==> config.mk <==
export PLATFORM = sky130hd
export DESIGN_NAME = noc_pkt_tx
export DESIGN_NICKNAME = d
export VERILOG_FILES = /design/src/rtl/noc_tx_pkg.sv /design/src/rtl/noc_tx_regs.sv /design/src/rtl/noc_tx_dma.sv /design/src/rtl/noc_tx_seq.sv /design/src/rtl/noc_pkt_tx.sv
export SDC_FILE = /design/constraint.sdc
export NUM_CORES = 1
export LEC_CHECK = 0
export BUFFER_PORTS_ARGS = -buffer_cell sky130_fd_sc_hd__buf_2
export CAP_MARGIN = 20
export CORE_MARGIN = 2
export CORE_UTILIZATION = 30
export DETAILED_ROUTE_END_ITERATION = 7
export SYNTH_ARGS = -nofsm -noshare
export SYNTH_HDL_FRONTEND = slang
export SYNTH_HIERARCHICAL = 1
export SYNTH_SLANG_ARGS = --single-unit
==> constraint.sdc <==
create_clock -name clk_i -period 3.2 [get_ports clk_i]
set_input_delay 0.64 -clock clk_i [delete_from_list [all_inputs] [get_ports clk_i]]
set_output_delay 0.64 -clock clk_i [all_outputs]
set_load 0.01 [all_outputs]
==> src/rtl/noc_tx_pkg.sv <==
package noc_tx_pkg;
  localparam int FLIT_W = 64;
  localparam int WORD_W = 32;
  localparam int TYPE_W = 8;
  localparam int DEST_W = 8;
  localparam int TAG_W  = 16;
  localparam int LEN_W  = 16;

  // byte offsets decoded by software; fixed
  localparam logic [7:0] OFF_CMD   = 8'h00;
  localparam logic [7:0] OFF_STAT  = 8'h04;
  localparam logic [7:0] OFF_DEST  = 8'h08;
  localparam logic [7:0] OFF_TAG   = 8'h0C;
  localparam logic [7:0] OFF_DATA  = 8'h10;
  localparam logic [7:0] OFF_RADDR = 8'h14;

  typedef enum logic [2:0] {
    ST_IDLE, ST_ARM, ST_HEAD, ST_FETCH, ST_CAP, ST_BODY
  } tx_state_e;

  function automatic logic [FLIT_W-1:0] make_head(
    input logic [TYPE_W-1:0] typ,
    input logic [DEST_W-1:0] dest,
    input logic [TAG_W-1:0]  tag,
    input logic [WORD_W-1:0] data,
    input logic              blk
  );
    logic [WORD_W-1:0] pay;
    pay = blk ? {{(WORD_W-LEN_W){1'b0}}, data[LEN_W-1:0]} : data;
    return {typ, dest, tag, pay};
  endfunction
endpackage

==> src/rtl/noc_tx_regs.sv <==
module noc_tx_regs
  import noc_tx_pkg::*;
#(
  parameter int ADDR_W  = 8,
  parameter int MADDR_W = 32
)(
  input  logic                 clk_i,
  input  logic                 rst_ni,
  input  logic                 bus_we_i,
  input  logic [ADDR_W-1:0]    bus_addr_i,
  input  logic [WORD_W-1:0]    bus_wdata_i,
  output logic [WORD_W-1:0]    bus_rdata_o,
  input  logic                 busy_i,
  output logic                 launch_o,
  output logic [TYPE_W-1:0]    launch_type_o,
  output logic [DEST_W-1:0]    dest_o,
  output logic [TAG_W-1:0]     tag_o,
  output logic [WORD_W-1:0]    data_o,
  output logic [MADDR_W-1:0]   raddr_o
);
  logic [TYPE_W-1:0] cmd_q;
  logic              ovr_q;
  logic              hit_cmd;

  assign hit_cmd       = bus_we_i && (bus_addr_i == ADDR_W'(OFF_CMD));
  assign launch_o      = hit_cmd && !busy_i;
  assign launch_type_o = bus_wdata_i[TYPE_W-1:0];

  always_ff @(posedge clk_i or negedge rst_ni) begin
    if (!rst_ni) begin
      cmd_q   <= '0;
      ovr_q   <= 1'b0;
      dest_o  <= '0;
      tag_o   <= '0;
      data_o  <= '0;
      raddr_o <= '0;
    end else begin
      if (launch_o) cmd_q <= bus_wdata_i[TYPE_W-1:0];
      if (hit_cmd && busy_i) ovr_q <= 1'b1;
      if (bus_we_i) begin
        if (bus_addr_i == ADDR_W'(OFF_DEST))  dest_o  <= bus_wdata_i[DEST_W-1:0];
        if (bus_addr_i == ADDR_W'(OFF_TAG))   tag_o   <= bus_wdata_i[TAG_W-1:0];
        if (bus_addr_i == ADDR_W'(OFF_DATA))  data_o  <= bus_wdata_i;
        if (bus_addr_i == ADDR_W'(OFF_RADDR)) raddr_o <= MADDR_W'(bus_wdata_i);
      end
    end
  end

  always_comb begin
    bus_rdata_o = '0;
    if      (bus_addr_i == ADDR_W'(OFF_CMD))   bus_rdata_o = WORD_W'(cmd_q);
    else if (bus_addr_i == ADDR_W'(OFF_STAT))  bus_rdata_o = WORD_W'({ovr_q, busy_i});
    else if (bus_addr_i == ADDR_W'(OFF_DEST))  bus_rdata_o = WORD_W'(dest_o);
    else if (bus_addr_i == ADDR_W'(OFF_TAG))   bus_rdata_o = WORD_W'(tag_o);
    else if (bus_addr_i == ADDR_W'(OFF_DATA))  bus_rdata_o = data_o;
    else if (bus_addr_i == ADDR_W'(OFF_RADDR)) bus_rdata_o = WORD_W'(raddr_o);
  end


  ovr_busy_chk: assert property (@(posedge clk_i) disable iff (!rst_ni)
    (hit_cmd && busy_i) |=> (bus_addr_i != ADDR_W'(OFF_STAT)) || bus_rdata_o[1]);
endmodule

==> src/rtl/noc_tx_dma.sv <==
module noc_tx_dma
  import noc_tx_pkg::*;
#(
  parameter int MADDR_W = 32
)(
  input  logic                clk_i,
  input  logic                rst_ni,
  input  logic                launch_i,
  input  logic [MADDR_W-1:0]  start_i,
  input  logic [LEN_W-1:0]    count_i,
  input  logic                fetch_i,
  input  logic                cap_i,
  input  logic                body_acc_i,
  input  logic [WORD_W-1:0]   mem_rdata_i,
  output logic                mem_re_o,
  output logic [MADDR_W-1:0]  mem_addr_o,
  output logic [WORD_W-1:0]   word_o,
  output logic                rem_zero_o,
  output logic                rem_last_o
);
  logic [MADDR_W-1:0] addr_q;
  logic [LEN_W-1:0]   rem_q;

  always_ff @(posedge clk_i or negedge rst_ni) begin
    if (!rst_ni) begin
      addr_q <= '0;
      rem_q  <= '0;
      word_o <= '0;
    end else begin
      if (launch_i) begin
        addr_q <= start_i;
        rem_q  <= count_i;
      end else if (body_acc_i) begin
        addr_q <= addr_q + MADDR_W'(1);
        rem_q  <= rem_q - LEN_W'(1);
      end
      if (cap_i) word_o <= mem_rdata_i;
    end
  end

  assign mem_re_o   = fetch_i;
  assign mem_addr_o = addr_q;
  assign rem_zero_o = (rem_q == '0);
  assign rem_last_o = (rem_q == LEN_W'(1));


  dma_read_chk: assert property (@(posedge clk_i) disable iff (!rst_ni)
    mem_re_o |-> (rem_q != '0));
endmodule

==> src/rtl/noc_tx_seq.sv <==
module noc_tx_seq
  import noc_tx_pkg::*;
#(
  parameter int LAT_SINGLE = 4,
  parameter int LAT_BLOCK  = 5
)(
  input  logic               clk_i,
  input  logic               rst_ni,
  input  logic               launch_i,
  input  logic [TYPE_W-1:0]  launch_type_i,
  input  logic [DEST_W-1:0]  dest_i,
  input  logic [TAG_W-1:0]   tag_i,
  input  logic [WORD_W-1:0]  data_i,
  input  logic               flit_ready_i,
  input  logic [WORD_W-1:0]  word_i,
  input  logic               rem_zero_i,
  input  logic               rem_last_i,
  output logic               flit_valid_o,
  output logic [FLIT_W-1:0]  flit_data_o,
  output logic               fetch_o,
  output logic               cap_o,
  output logic               body_acc_o,
  output logic               busy_o
);
  localparam int LAT_MAX = (LAT_BLOCK > LAT_SINGLE) ? LAT_BLOCK : LAT_SINGLE;
  localparam int CNT_W   = $clog2(LAT_MAX);

  tx_state_e         state_q;
  logic [CNT_W-1:0]  cnt_q;
  logic [FLIT_W-1:0] head_q;
  logic              blk_q;
  logic              launch_blk;

  assign launch_blk = launch_type_i[0];

  always_ff @(posedge clk_i or negedge rst_ni) begin
    if (!rst_ni) begin
      state_q <= ST_IDLE;
      cnt_q   <= '0;
      head_q  <= '0;
      blk_q   <= 1'b0;
    end else begin
      unique case (state_q)
        ST_IDLE: if (launch_i) begin
          state_q <= ST_ARM;
          cnt_q   <= launch_blk ? CNT_W'(LAT_BLOCK - 2) : CNT_W'(LAT_SINGLE - 2);
          head_q  <= make_head(launch_type_i, dest_i, tag_i, data_i, launch_blk);
          blk_q   <= launch_blk;
        end
        ST_ARM: begin
          if (cnt_q == '0) state_q <= ST_HEAD;
          else             cnt_q   <= cnt_q - CNT_W'(1);
        end
        ST_HEAD: if (flit_ready_i)
          state_q <= (blk_q && !rem_zero_i) ? ST_FETCH : ST_IDLE;
        ST_FETCH: state_q <= ST_CAP;
        ST_CAP:   state_q <= ST_BODY;
        ST_BODY: if (flit_ready_i)
          state_q <= rem_last_i ? ST_IDLE : ST_FETCH;
        default: state_q <= ST_IDLE;
      endcase
    end
  end

  assign flit_valid_o = (state_q == ST_HEAD) || (state_q == ST_BODY);
  assign flit_data_o  = (state_q == ST_HEAD) ? head_q
                                             : {{(FLIT_W-WORD_W){1'b0}}, word_i};
  assign fetch_o      = (state_q == ST_FETCH);
  assign cap_o        = (state_q == ST_CAP);
  assign body_acc_o   = (state_q == ST_BODY) && flit_ready_i;
  assign busy_o       = (state_q != ST_IDLE);


  flit_hold_chk: assert property (@(posedge clk_i) disable iff (!rst_ni)
    (flit_valid_o && !flit_ready_i) |=> (flit_valid_o && $stable(flit_data_o)));

  valid_busy_chk: assert property (@(posedge clk_i) disable iff (!rst_ni)
    flit_valid_o |-> busy_o);

  single_end_chk: assert property (@(posedge clk_i) disable iff (!rst_ni)
    ((state_q == ST_HEAD) && flit_ready_i && !blk_q) |=> !flit_valid_o);

  arm_no_valid_chk: assert property (@(posedge clk_i) disable iff (!rst_ni)
    $rose(busy_o) |-> !flit_valid_o);
endmodule

==> src/rtl/noc_pkt_tx.sv <==
module noc_pkt_tx
  import noc_tx_pkg::*;
#(
  parameter int ADDR_W     = 8,
  parameter int MADDR_W    = 32,
  parameter int LAT_SINGLE = 4,
  parameter int LAT_BLOCK  = 5
)(
  input  logic                clk_i,
  input  logic                rst_ni,
  input  logic                bus_we_i,
  input  logic [ADDR_W-1:0]   bus_addr_i,
  input  logic [WORD_W-1:0]   bus_wdata_i,
  output logic [WORD_W-1:0]   bus_rdata_o,
  output logic                flit_valid_o,
  input  logic                flit_ready_i,
  output logic [FLIT_W-1:0]   flit_data_o,
  output logic                mem_re_o,
  output logic [MADDR_W-1:0]  mem_addr_o,
  input  logic [WORD_W-1:0]   mem_rdata_i
);
  logic               launch, busy, fetch, cap, body_acc, rem_zero, rem_last;
  logic [TYPE_W-1:0]  launch_type;
  logic [DEST_W-1:0]  dest;
  logic [TAG_W-1:0]   tag;
  logic [WORD_W-1:0]  data, word;
  logic [MADDR_W-1:0] raddr;

  noc_tx_regs #(.ADDR_W(ADDR_W), .MADDR_W(MADDR_W)) i_regs (
    .clk_i, .rst_ni, .bus_we_i, .bus_addr_i, .bus_wdata_i, .bus_rdata_o,
    .busy_i(busy), .launch_o(launch), .launch_type_o(launch_type),
    .dest_o(dest), .tag_o(tag), .data_o(data), .raddr_o(raddr)
  );

  noc_tx_dma #(.MADDR_W(MADDR_W)) i_dma (
    .clk_i, .rst_ni, .launch_i(launch), .start_i(raddr),
    .count_i(data[LEN_W-1:0]), .fetch_i(fetch), .cap_i(cap),
    .body_acc_i(body_acc), .mem_rdata_i, .mem_re_o, .mem_addr_o,
    .word_o(word), .rem_zero_o(rem_zero), .rem_last_o(rem_last)
  );

  noc_tx_seq #(.LAT_SINGLE(LAT_SINGLE), .LAT_BLOCK(LAT_BLOCK)) i_seq (
    .clk_i, .rst_ni, .launch_i(launch), .launch_type_i(launch_type),
    .dest_i(dest), .tag_i(tag), .data_i(data), .flit_ready_i,
    .word_i(word), .rem_zero_i(rem_zero), .rem_last_i(rem_last),
    .flit_valid_o, .flit_data_o, .fetch_o(fetch), .cap_o(cap),
    .body_acc_o(body_acc), .busy_o(busy)
  );
endmodule

==> reports/results.txt, run 1 <==
status: complete, no violations
r2r endpoint: i_seq/head_q[16]
leakage: 7.17 nW
Final min period: 3190 ps
CP peak stage delay: 600 ps
top-area cell type share of the netlist area: 51.4%
peak supply drop: 0.405 mV
R2R Path Start: i_seq/state_q[2]
Reg power frac: 43.2%
Slowest-stage cell, CP: or4b_1
dominant cell type by area after synthesis: dfrtp_1
die area: 41700 µm²
crit-path cells: buf_2, or4b_1, or3_1, buf_12, o21ai_1, buf_2
Max Buffers Root-to-Sink: 3
initial antenna violation count: 1
Syn Inst Count: 1131
DR WL/cell: 19.4 µm
internal cell power: 0.00642 W
top cells by area, synth: dfrtp_1 51%, mux2_2 12%, nand2_1 7.1%
CTS clk-pin slew, worst paths: 60 ps
grt ovf: 0
gpl congestion: 0.858
DRT Pass-1 Iters: 5
first-pass GRT wire length: 55600 µm
Clock Skew: 9.61 ps
Reg2Reg Setup Slack: 620 ps
sequential fraction of the synthesis area: 51.4%
Data arrival, critical path: 2550 ps
via-per-instance ratio: 5.00
Max Clk Rate: 314 MHz
layout cells sized above 1: 32.8%
Worst EP required: 2560 ps
Util after Layout: 36.9%
Mapped Area: 12000 µm²
multi-input logic area: 5410 µm²
RSZ-0062 raised after global routing: no
most numerous cell in the Yosys netlist: dfrtp_1
Synth async-reset ratio: 100%
PwrDens: 616 nW/µm²
synth warn: 6
H-Tree Depth: 1
CTS Root Cell: clkbuf_16
final instance area: 14600 µm²
layout net count: 1402
I/O pin count: 206
die width: 204 µm
vias in the first global route: 9438
Reg area: 6180 µm²
max cap viols: 0
most used cell, CP: buf_2
crit end category: output pin
clock latency on the worst-skew pair: 550 ps
port bufs: 205
clock sinks: 247
CP Launch Type: input pin
R2R depth: 7
chip height: 204 µm
Hold Crit Class: input pin to async pin
placed inst area: 13700 µm²
Crit path max-delay family: simple AND/OR/NAND/NOR gates
Core Area: 39600 µm²
Worst slew margin: 57.1%
Post-synth EDFFs: 0
top sig layer: met4
FILL cells: 4020
worst slew pin tran: 637 ps
Avg Cell Area, Syn: 10.6 µm²
Synthesized Nets: 1212
commonest cells in the netlist: 247 x dfrtp_1, 227 x nand2_1, 133 x mux2_2
Slew Viols, Final: 0
Comb power frac: 20.3%
Psw: 0.00258 W
Setup Buffers After CTS: 0
crit path kind: input pin to output pin
largest net degree at the start of global routing: 78
clock share of power: 36.5%
Post-DRT Antenna Nets: 0
Cell Rows: 73
met1 wire length: 16500 µm
Initial Util: 30.3%
WL met3: 1970 µm
CTS tree: built
Sw Share: 28.7%
HPWL Detailed: 26100 µm
Detailed Route Iter0 Violations: 533
Yosys reg bits: 247
# DRC: 0
Met2 Wirelength: 16900 µm
Synth cell types: 64
Critical Path Fanout Max: 6
final hold violation count: 0
final setup vio count: 0
vias: 9330
P&R area growth vs syn: 21.7%
cts bufs inserted: 28
Most used DFF post-synth: dfrtp_1
Fin Setup TNS: 0 ps
Buf/Inv on CP: 3
Final Cycle Share: 99.5%
GRT Util Overall: 17.2%
WL final: 36300 µm
## power by group through the flow
stage	registers, W	clock network (W)	logic, W
after CTS	0.00389	0.00338	0.00186
after floorplan	0.00380	0	0.00129
after global routing	0.00395	0.00352	0.00202
final	0.00389	0.00329	0.00183
after global placement	0.00392	0	0.00181
after detailed placement	0.00394	0	0.00185
## layout make-up
cell class | instances | area share [%]
diodes | 1 | 0.0171
well taps | 525 | 4.49
flip-flops and latches | 247 | 42.3
clock inverters | 11 | 0.736
inverters | 12 | 0.308
repair buffers | 242 | 9.52
clock buffers | 38 | 5.67
multi-input cells | 790 | 37.0
## metrics by stage
stage / worst slack (ps) / power [W] / hold WS [ps] / instances
final: 14.6 / 0.00901 / 81.9 / 1866
after global placement: -117 / 0.00574 / 453 / 1816
after floorplan: 2.62 / 0.00509 / 344 / 1131
after CTS: 39.5 / 0.00913 / 81.8 / 1865
after global routing: 1.33 / 0.00949 / 107 / 1865
after detailed placement: -117 / 0.00579 / 454 / 1816
## kinds of logic after synthesis
| kind of cell | share of synthesized area [%] |
|---|---|
| flops | 51.4 |
| buf+inv | 3.71 |
| fa+ha+maj | 0.521 |
| mux | 16.4 |
| xor+xnor | 1.68 |
| simple gates | 17.8 |
| compound gates | 8.55 |
## sequential cells by signal, indices dropped and copies added (netlist names), 8 cells and up
| signal | flops |
|---|---|
| i_dma/rem_q | 16 |
| i_regs/raddr_o | 32 |
| i_regs/tag_o | 16 |
| i_regs/data_o | 32 |
| i_dma/mem_addr_o | 32 |
| i_seq/head_q | 64 |
| i_dma/word_o | 32 |
| i_regs/dest_o | 8 |
| i_regs/cmd_q | 8 |
## layer usage
layer	GRT usage, %	vias up
met2	28.0	263
li1	-	4341
met4	4.40	0
met1	23.8	4678
met3	3.01	48
met5	0	-
## cell usage in the layout, fill, tap and decap left out, drive strengths merged, types with 4 or more instances in the layout
cell    netlist  final
nor2         29     29
a22o         17     17
nand3        18     18
or4          19     19
buf          38    242
and3          6      6
clkinv        0      8
or3          12     12
o21ai        65     65
a21oi         8      8
nor4          7      7
nor4b         4      4
nor2b         4      4
o31ai        13     13
nor3b         5      5
xor2         13     13
xnor2        10     10
nand4        15     15
nand2b       21     21
o211ai        6      6
dfrtp       247    247
inv          12     12
and2         37     37
mux2i        13     13
mux2        163    163
a21o          8      8
clkbuf       44     38
nand2       228    228
a22oi         7      7
ha            5      5
nor3         10     10
a31oi        19     19
## how the worst max path moves through the flow
stage,startpoint,to,slack (ps),cells past startpoint
finish,bus_addr_i[5],bus_rdata_o[11],10,6
detailed placement,bus_addr_i[5],bus_rdata_o[11],-120,6
CTS,bus_addr_i[5],bus_rdata_o[7],40,6
global placement,bus_addr_i[5],bus_rdata_o[12],-120,6
floorplan,bus_addr_i[6],i_seq/cnt_q[0],3,8
global route,bus_addr_i[5],bus_rdata_o[14],1,6
## timing repair
action,4_1_cts,5_1_grt
endpoints found under the setup margin,3,4
resized for setup,3,3
hold buffers,0,0
No activity file was read; power rests on OpenSTA's default activity.
==> run 2, diff against run 1 <==
CORE_MARGIN = 4   (was 2)
==> run 2 against run 1 <==
Effect of this change: global-route usage is 1.0 points lower; sequential power hardly changed; critical path type is now register to output pin; maximum frequency is 2.6% higher.
==> reports/results.txt, run 2 (synthesized netlist as in run 1, its figures left out) <==
status: complete, no violations
P&R area growth vs syn: 21.6% (about the same)
via-per-instance ratio: 5.02 (+0.38%)
RSZ-0062 raised after global routing: no
PwrDens: 606 nW/µm² (-1.5%)
final instance area: 14600 µm² (about the same)
Buf/Inv on CP: 1 (-2)
cts bufs inserted: 28 (unchanged)
crit end category: output pin
Psw: 0.00252 W (-2.6%)
Util after Layout: 36.9% (about the same)
top sig layer: met5
layout cells sized above 1: 32.7% (-0.18 points)
cts hold-fix bufs: 0 (unchanged)
chip height: 208 µm (+2.0%)
most common cell after layout, fill and taps aside: dfrtp_1
vias: 9355 (+0.27%)
Post-DRT Antenna Nets: 0 (unchanged)
CTS tree: built
max cap viols: 0 (unchanged)
first-pass GRT wire length: 56400 µm (+1.4%)
Met2 Wirelength: 17400 µm (+2.7%)
Hold Crit Class: input pin to async pin
leakage: 7.15 nW (-0.27%)
DRT Pass-1 Iters: 5 (unchanged)
CTS clk-pin slew, worst paths: 60 ps (about the same)
HPWL Detailed: 26400 µm (+1.0%)
commonest cells after routing, fill and taps aside: 247 x dfrtp_1, 227 x nand2_1, 204 x buf_2, 133 x mux2_2, 61 x o21ai_0
Final min period: 3100 ps (-80.6 ps)
final setup vio count: 0 (unchanged)
peak supply drop: 0.276 mV (-32%)
gpl congestion: 0.858 (about the same)
Detailed Route Iter0 Violations: 547 (+2.6%)
crit path kind: register to output pin
Setup Buffers After CTS: 0 (unchanged)
CP peak stage delay: 560 ps (-40 ps)
die area: 43300 µm² (+4.0%)
initial antenna violation count: 1 (unchanged)
max FFs per register: 64 (unchanged)
# DRC: 0 (unchanged)
port bufs: 205 (unchanged)
Final Cycle Share: 97.0% (-2.5 points)
Critical Path Fanout Max: 13 (+7)
Initial Util: 30.3% (unchanged)
GRT Util Overall: 16.2% (-1.0 points)
Clock Skew: 15.2 ps (+5.59 ps)
Worst EP required: 2560 ps (about the same)
Cell Rows: 73 (unchanged)
vias in the first global route: 9497 (+0.63%)
Data arrival, critical path: 2460 ps (-90 ps)
Worst slew margin: 53.2% (-3.9 points)
Max Clk Rate: 322 MHz (+2.6%)
grt ovf: 0 (unchanged)
CTS Root Cell: clkbuf_16
internal cell power: 0.00634 W (-1.2%)
CP Launch Type: register
clock sinks: 247 (unchanged)
Max Buffers Root-to-Sink: 3 (unchanged)
I/O pin count: 206 (unchanged)
die width: 208 µm (+2.0%)
Slew Viols, Final: 0 (unchanged)
Largest Register: i_seq/head_q
worst slew pin tran: 695 ps (+57.6 ps)
clock latency on the worst-skew pair: 540 ps (about the same)
WL final: 36400 µm (+0.33%)
H-Tree Depth: 1 (unchanged)
Reg power frac: 44.0% (+0.8 points)
met1 wire length: 16400 µm (-0.29%)
Sw Share: 28.4% (-0.30 points)
final hold violation count: 0 (unchanged)
WL met3: 1950 µm (-1.1%)
Comb power frac: 20.7% (+0.4 points)
Crit path max-delay family: simple AND/OR/NAND/NOR gates
clock share of power: 35.3% (-1.2 points)
largest net degree at the start of global routing: 85 (+9.0%)
layout net count: 1401 (-0.071%)
Slowest-stage cell, CP: or3_1
placed inst area: 13700 µm² (about the same)
Core Area: 39600 µm² (unchanged)
crit-path cells: or3_1, mux2_2, nand2_1, a2bb2oi_1, o22a_1, buf_2
DR WL/cell: 19.5 µm (+0.44%)
[run 2: changes by cell type in the layout (fill, tap and decap cells not counted), moves of 2 or more]
cell      previous run  this run
buf_4               30        27
clkbuf_1             2         6
clkinv_2             8         4
o21ai_1              4         2
o21ai_2              0         2
[run 2: worst register-to-register path, cell delays in order (launching register included)]
cell and delay, ps:
dfrtp_1 630, nand2_1 160, nor2_1 120, buf_4 200, or4b_1 640, nor3_2 250, or3b_1 360, a31oi_1 170
[run 2: repair_timing]
item	4_1_cts	5_1_grt
setup endpoints to repair	7	29
resized for setup	6	4
pin swaps	0	0
hold endpoints to repair	0	0
[run 2: area by class of cell]
| type | instances | area (µm²) |
|---|---|---|
| diodes | 1 | 2.50 |
| flip-flops and latches | 247 | 6180 |
| repair buffers | 241 | 1400 |
| well taps | 525 | 657 |
| multi-input cells | 790 | 5430 |
| fillers | 4038 | 25000 |
| clock buffers | 42 | 845 |
| clock inverters | 6 | 57.6 |
| inverters | 12 | 45.0 |
[run 2: power groups by stage]
stage          sequential, W  clock [W]  combinational, W
2_1_floorplan        0.00380          0           0.00129
3_3_place_gp         0.00393          0           0.00182
3_5_place_dp         0.00395          0           0.00185
4_1_cts              0.00389    0.00324           0.00186
5_1_grt              0.00395    0.00335           0.00203
6_report             0.00389    0.00313           0.00183
[run 2: per-stage QoR]
step | setup WS, ps | hold WS [ps] | total power (W) | std cells | TNS [ps]
final | 95.3 | 42.1 | 0.00886 | 1864 | 0
after global routing | 26.0 | 65.2 | 0.00933 | 1863 | 0
after CTS | 2.29 | 46.8 | 0.00900 | 1863 | 0
after detailed placement | -209 | 456 | 0.00580 | 1815 | -710
after global placement | -177 | 451 | 0.00574 | 1815 | -581
after floorplan | 2.62 | 344 | 0.00509 | 1131 | 0
[run 2: final timing paths]
kind	start	to	slack, ps	depth (start not counted)
setup / recovery	i_seq/state_q[0]	bus_rdata_o[0]	100	6
hold / removal	rst_ni	i_dma/mem_addr_o[22]	40	1
setup reg to reg	i_seq/state_q[2]	i_dma/rem_q[15]	580	7
hold reg to reg	i_seq/head_q[45]	i_seq/head_q[45]	470	2
max in group asynchronous	rst_ni	i_dma/word_o[13]	2310	2
min in group clk_i	mem_rdata_i[11]	i_dma/word_o[11]	330	2
[run 2: routing by layer]
metal / vias up / GRT usage (%)
li1: 4337 / -
met1: 4689 / 22.7
met2: 280 / 27.0
met3: 47 / 2.67
met4: 2 / 2.88
met5: - / 0
==> run 3, diff against run 2 <==
ABC_AREA = 1   (was default)
SLEW_MARGIN = 20   (was default)
==> run 3 against run 2 <==
Effect of this change: clock skew up 7.9 ps; via count increased by 15%; utilization decreased by 0.39 points; sequential share of layout area decreased by 0.98 points; routed wire length up 6.3%; combinational power increased by 51%; sequential cell count unchanged; cell area is 2.4% higher; die area up 4.0%; non-clock buffer count down 13; count of clock-buffer cells in the layout fell by 7; clock power is 7.0% higher; largest cell class unchanged; highest routed layer is now met4.
==> reports/results.txt, run 3 <==
WL final: 38700 µm (+6.3%)
first-pass GRT wire length: 60300 µm (+7.0%)
placed inst area: 14000 µm² (+2.2%)
Largest Register: i_seq/head_q
Worst slew margin: 44.3% (-8.9 points)
Final min period: 2850 ps (-250 ps)
FILL cells: 4253 (+5.3%)
port bufs: 205 (unchanged)
final hold slack: 64.6 ps (+22.5 ps)
Setup Buffers After CTS: 0 (unchanged)
layout cells sized above 1: 22.1% (-11 points)
Slew Viols, Final: 0 (unchanged)
Yosys reg bits: 247 (unchanged)
main combinational cell family by area after synthesis: simple AND/OR/NAND/NOR gates
R2R Path Start: i_seq/state_q[2]
vias in the first global route: 10.5k (+11%)
crit end category: output pin
Cell Rows: 74 (+1.4%)
leakage: 7.70 nW (+7.7%)
Synthesized Nets: 1622 (+34%)
P&R area growth vs syn: 19.5%
Reg2Reg Setup Slack: 900 ps (+320 ps)
R2R depth: 9 (+2)
initial antenna violation count: 1 (unchanged)
CTS clk-pin slew, worst paths: 60 ps (about the same)
layout net count: 1803 (+29%)
cts repair resizes: 0 (-6)
gpl congestion: 0.894 (+4.1%)
Critical path origin: i_seq/state_q[2]
I/O pin count: 206 (unchanged)
cts bufs inserted: 27 (-3.6%)
post-synthesis simple-gate area fraction: 25.5% (+7.7 points)
Fin Setup TNS: 0 ps (unchanged)
worst slew pin tran: 835 ps (+140 ps)
synth warn: 6 (unchanged)
clock sinks: 247 (unchanged)
Initial Util: 30.5% (+0.22 points)
Post-DRT Antenna Nets: 0 (unchanged)
Final Cycle Share: 89.2% (-7.8 points)
GRT Util Overall: 16.7% (+0.54 points)
peak supply drop: 0.411 mV (+49%)
worst setup path end: flit_data_o[25]
top cells by area, synth: dfrtp_1 49%, nand2_1 16%, o21ai_0 4.9%
multi-input logic area: 5320 µm² (-2.0%)
RSZ-0062 raised after global routing: no
DRT Pass-1 Iters: 5 (unchanged)
crit path kind: register to output pin
die width: 212 µm (+2.0%)
chip height: 212 µm (+2.0%)
commonest cells after routing, fill and taps aside: 523 x nand2_1, 247 x dfrtp_1, 204 x buf_2, 138 x inv_1, 128 x nor2_1
most numerous cell in the Yosys netlist: nand2_1
vias: 10.8k (+15%)
HPWL Detailed: 28600 µm (+8.2%)
Max Buffers Root-to-Sink: 3 (unchanged)
Post-synth EDFFs: 0 (unchanged)
PwrDens: 676 nW/µm² (+11%)
Hold Crit Class: input pin to async pin
XOR/XNOR Fraction of Synth Area: 1.33% (-0.35 points)
final instance area: 15000 µm² (+2.4%)
Mapped Area: 12500 µm² (+4.2%)
Avg Cell Area, Syn: 8.13 µm² (-24%)
compound-cell area share of the yosys netlist: 12.3% (+3.7 points)
top-area cell type share of the netlist area: 49.4% (-2.1 points)
sequential fraction of the synthesis area: 49.4% (-2.1 points)
largest net degree at the start of global routing: 79 (-7.1%)
via-per-instance ratio: 4.74 (-5.6%)
ANT cells: 0 (-1)
commonest cells in the netlist: 523 x nand2_1, 247 x dfrtp_1, 138 x inv_1
Tot Pwr: 0.0101 W (+14%)
CP Launch Type: register
Data arrival, critical path: 2210 ps (-250 ps)
H-Tree Depth: 1 (unchanged)
CTS Root Cell: clkbuf_16
Core Area: 41000 µm² (+3.5%)
cts hold-fix bufs: 0 (unchanged)
grt ovf: 0 (unchanged)
Reg area: 6180 µm² (unchanged)
DR WL/cell: 17.0 µm (-13%)
Synth cell types: 40 (-38%)
most common cell after layout, fill and taps aside: nand2_1
final hold violation count: 0 (unchanged)
Worst EP required: 2560 ps (about the same)
max cap viols: 0 (unchanged)
CTS tree: built
Syn Inst Count: 1541 (+36%)
max FFs per register: 64 (unchanged)
Clock Skew: 23.1 ps (+7.93 ps)
dominant cell type by area after synthesis: dfrtp_1
r2r endpoint: i_dma/mem_addr_o[7]
# DRC: 0 (unchanged)
status: complete, no violations
Detailed Route Iter0 Violations: 1091 (+99%)
Critical Path Fanout Max: 55 (+42)
Most used DFF post-synth: dfrtp_1
die area: 45100 µm² (+4.0%)
Max Clk Rate: 350 MHz (+8.7%)
clock latency on the worst-skew pair: 550 ps (about the same)
Synth async-reset ratio: 100% (unchanged)
Post-Synth Adder-Cell Area: 0.500% (-0.021 points)
mux contribution to synthesized area: 2.88% (-13 points)
final setup vio count: 0 (unchanged)
==> run 3: changes by cell type in the layout (fill, tap and decap cells not counted), sizes merged, moves of 21 or more <==
| cell | change |
|---|---|
| nand2b | -21 |
| nor2 | +115 |
| inv | +135 |
| nand3 | +54 |
| o21ai | +113 |
| a22oi | +30 |
| mux2 | -131 |
| and2 | -34 |
| nand2 | +306 |
==> run 3: worst max-delay path: stages, from the launching register on <==
cell,delay (ps)
dfrtp_1,440
inv_1,200
nand3_2,210
buf_4,340
o21ai_0,280
buf_2,180
==> run 3: cell type report <==
class	count	share of cell area (%)
timing repair buffer	228	8.50
inverter	148	3.72
clock inverter	15	1.35
clock buffer	35	5.12
sequential	247	41.3
multi-input combinational	1070	35.5
tap	532	4.45
==> run 3: how the worst min path moves through the flow <==
stage,from,to,slack (ps),depth (start not counted)
floorplan,rst_ni,i_dma/mem_addr_o[0],340,0
global placement,i_regs/ovr_q,i_regs/ovr_q,460,1
detailed placement,i_regs/ovr_q,i_regs/ovr_q,460,1
CTS,rst_ni,i_regs/dest_o[7],90,1
global route,rst_ni,i_regs/dest_o[6],110,1
finish,rst_ni,i_regs/dest_o[2],60,1
==> run 3: kinds of logic (layout without fill, tap and decap cells) <==
logic type	Yosys count	count (layout)
simple gates	770	770
mux	32	32
flops	247	247
fa+ha+maj	5	5
compound gates	244	244
xor+xnor	19	19
buf+inv	224	426
==> run 3: metrics by stage <==
stage | cells | setup slack [ps] | utilization (%)
floorplan | 1541 | 787 | -
global placement | 2225 | 510 | 34.1
detailed placement | 2225 | 462 | 34.1
CTS | 2275 | 307 | 36.5
global route | 2275 | 97.8 | 36.5
finish | 2275 | 345 | 36.5
==> run 3: power by group <==
group / switching, W / internal, W / leakage (nW)
logic: 0.00162 / 0.00113 / 4.15
clock network: 0.00133 / 0.00202 / 0.474
registers: 0.000413 / 0.00359 / 3.08
==> run 3: routing by layer <==
layer  vias up  routed length, µm  track usage [%]  share of wire [%]
li1       5295                  -                -                  -
met1      5159              18100             23.8                 47
met2       274              17800             26.8                 46
met3        49               1880             2.46                4.8
met4         0                893             4.60                2.3
met5         -                  0                0                  0
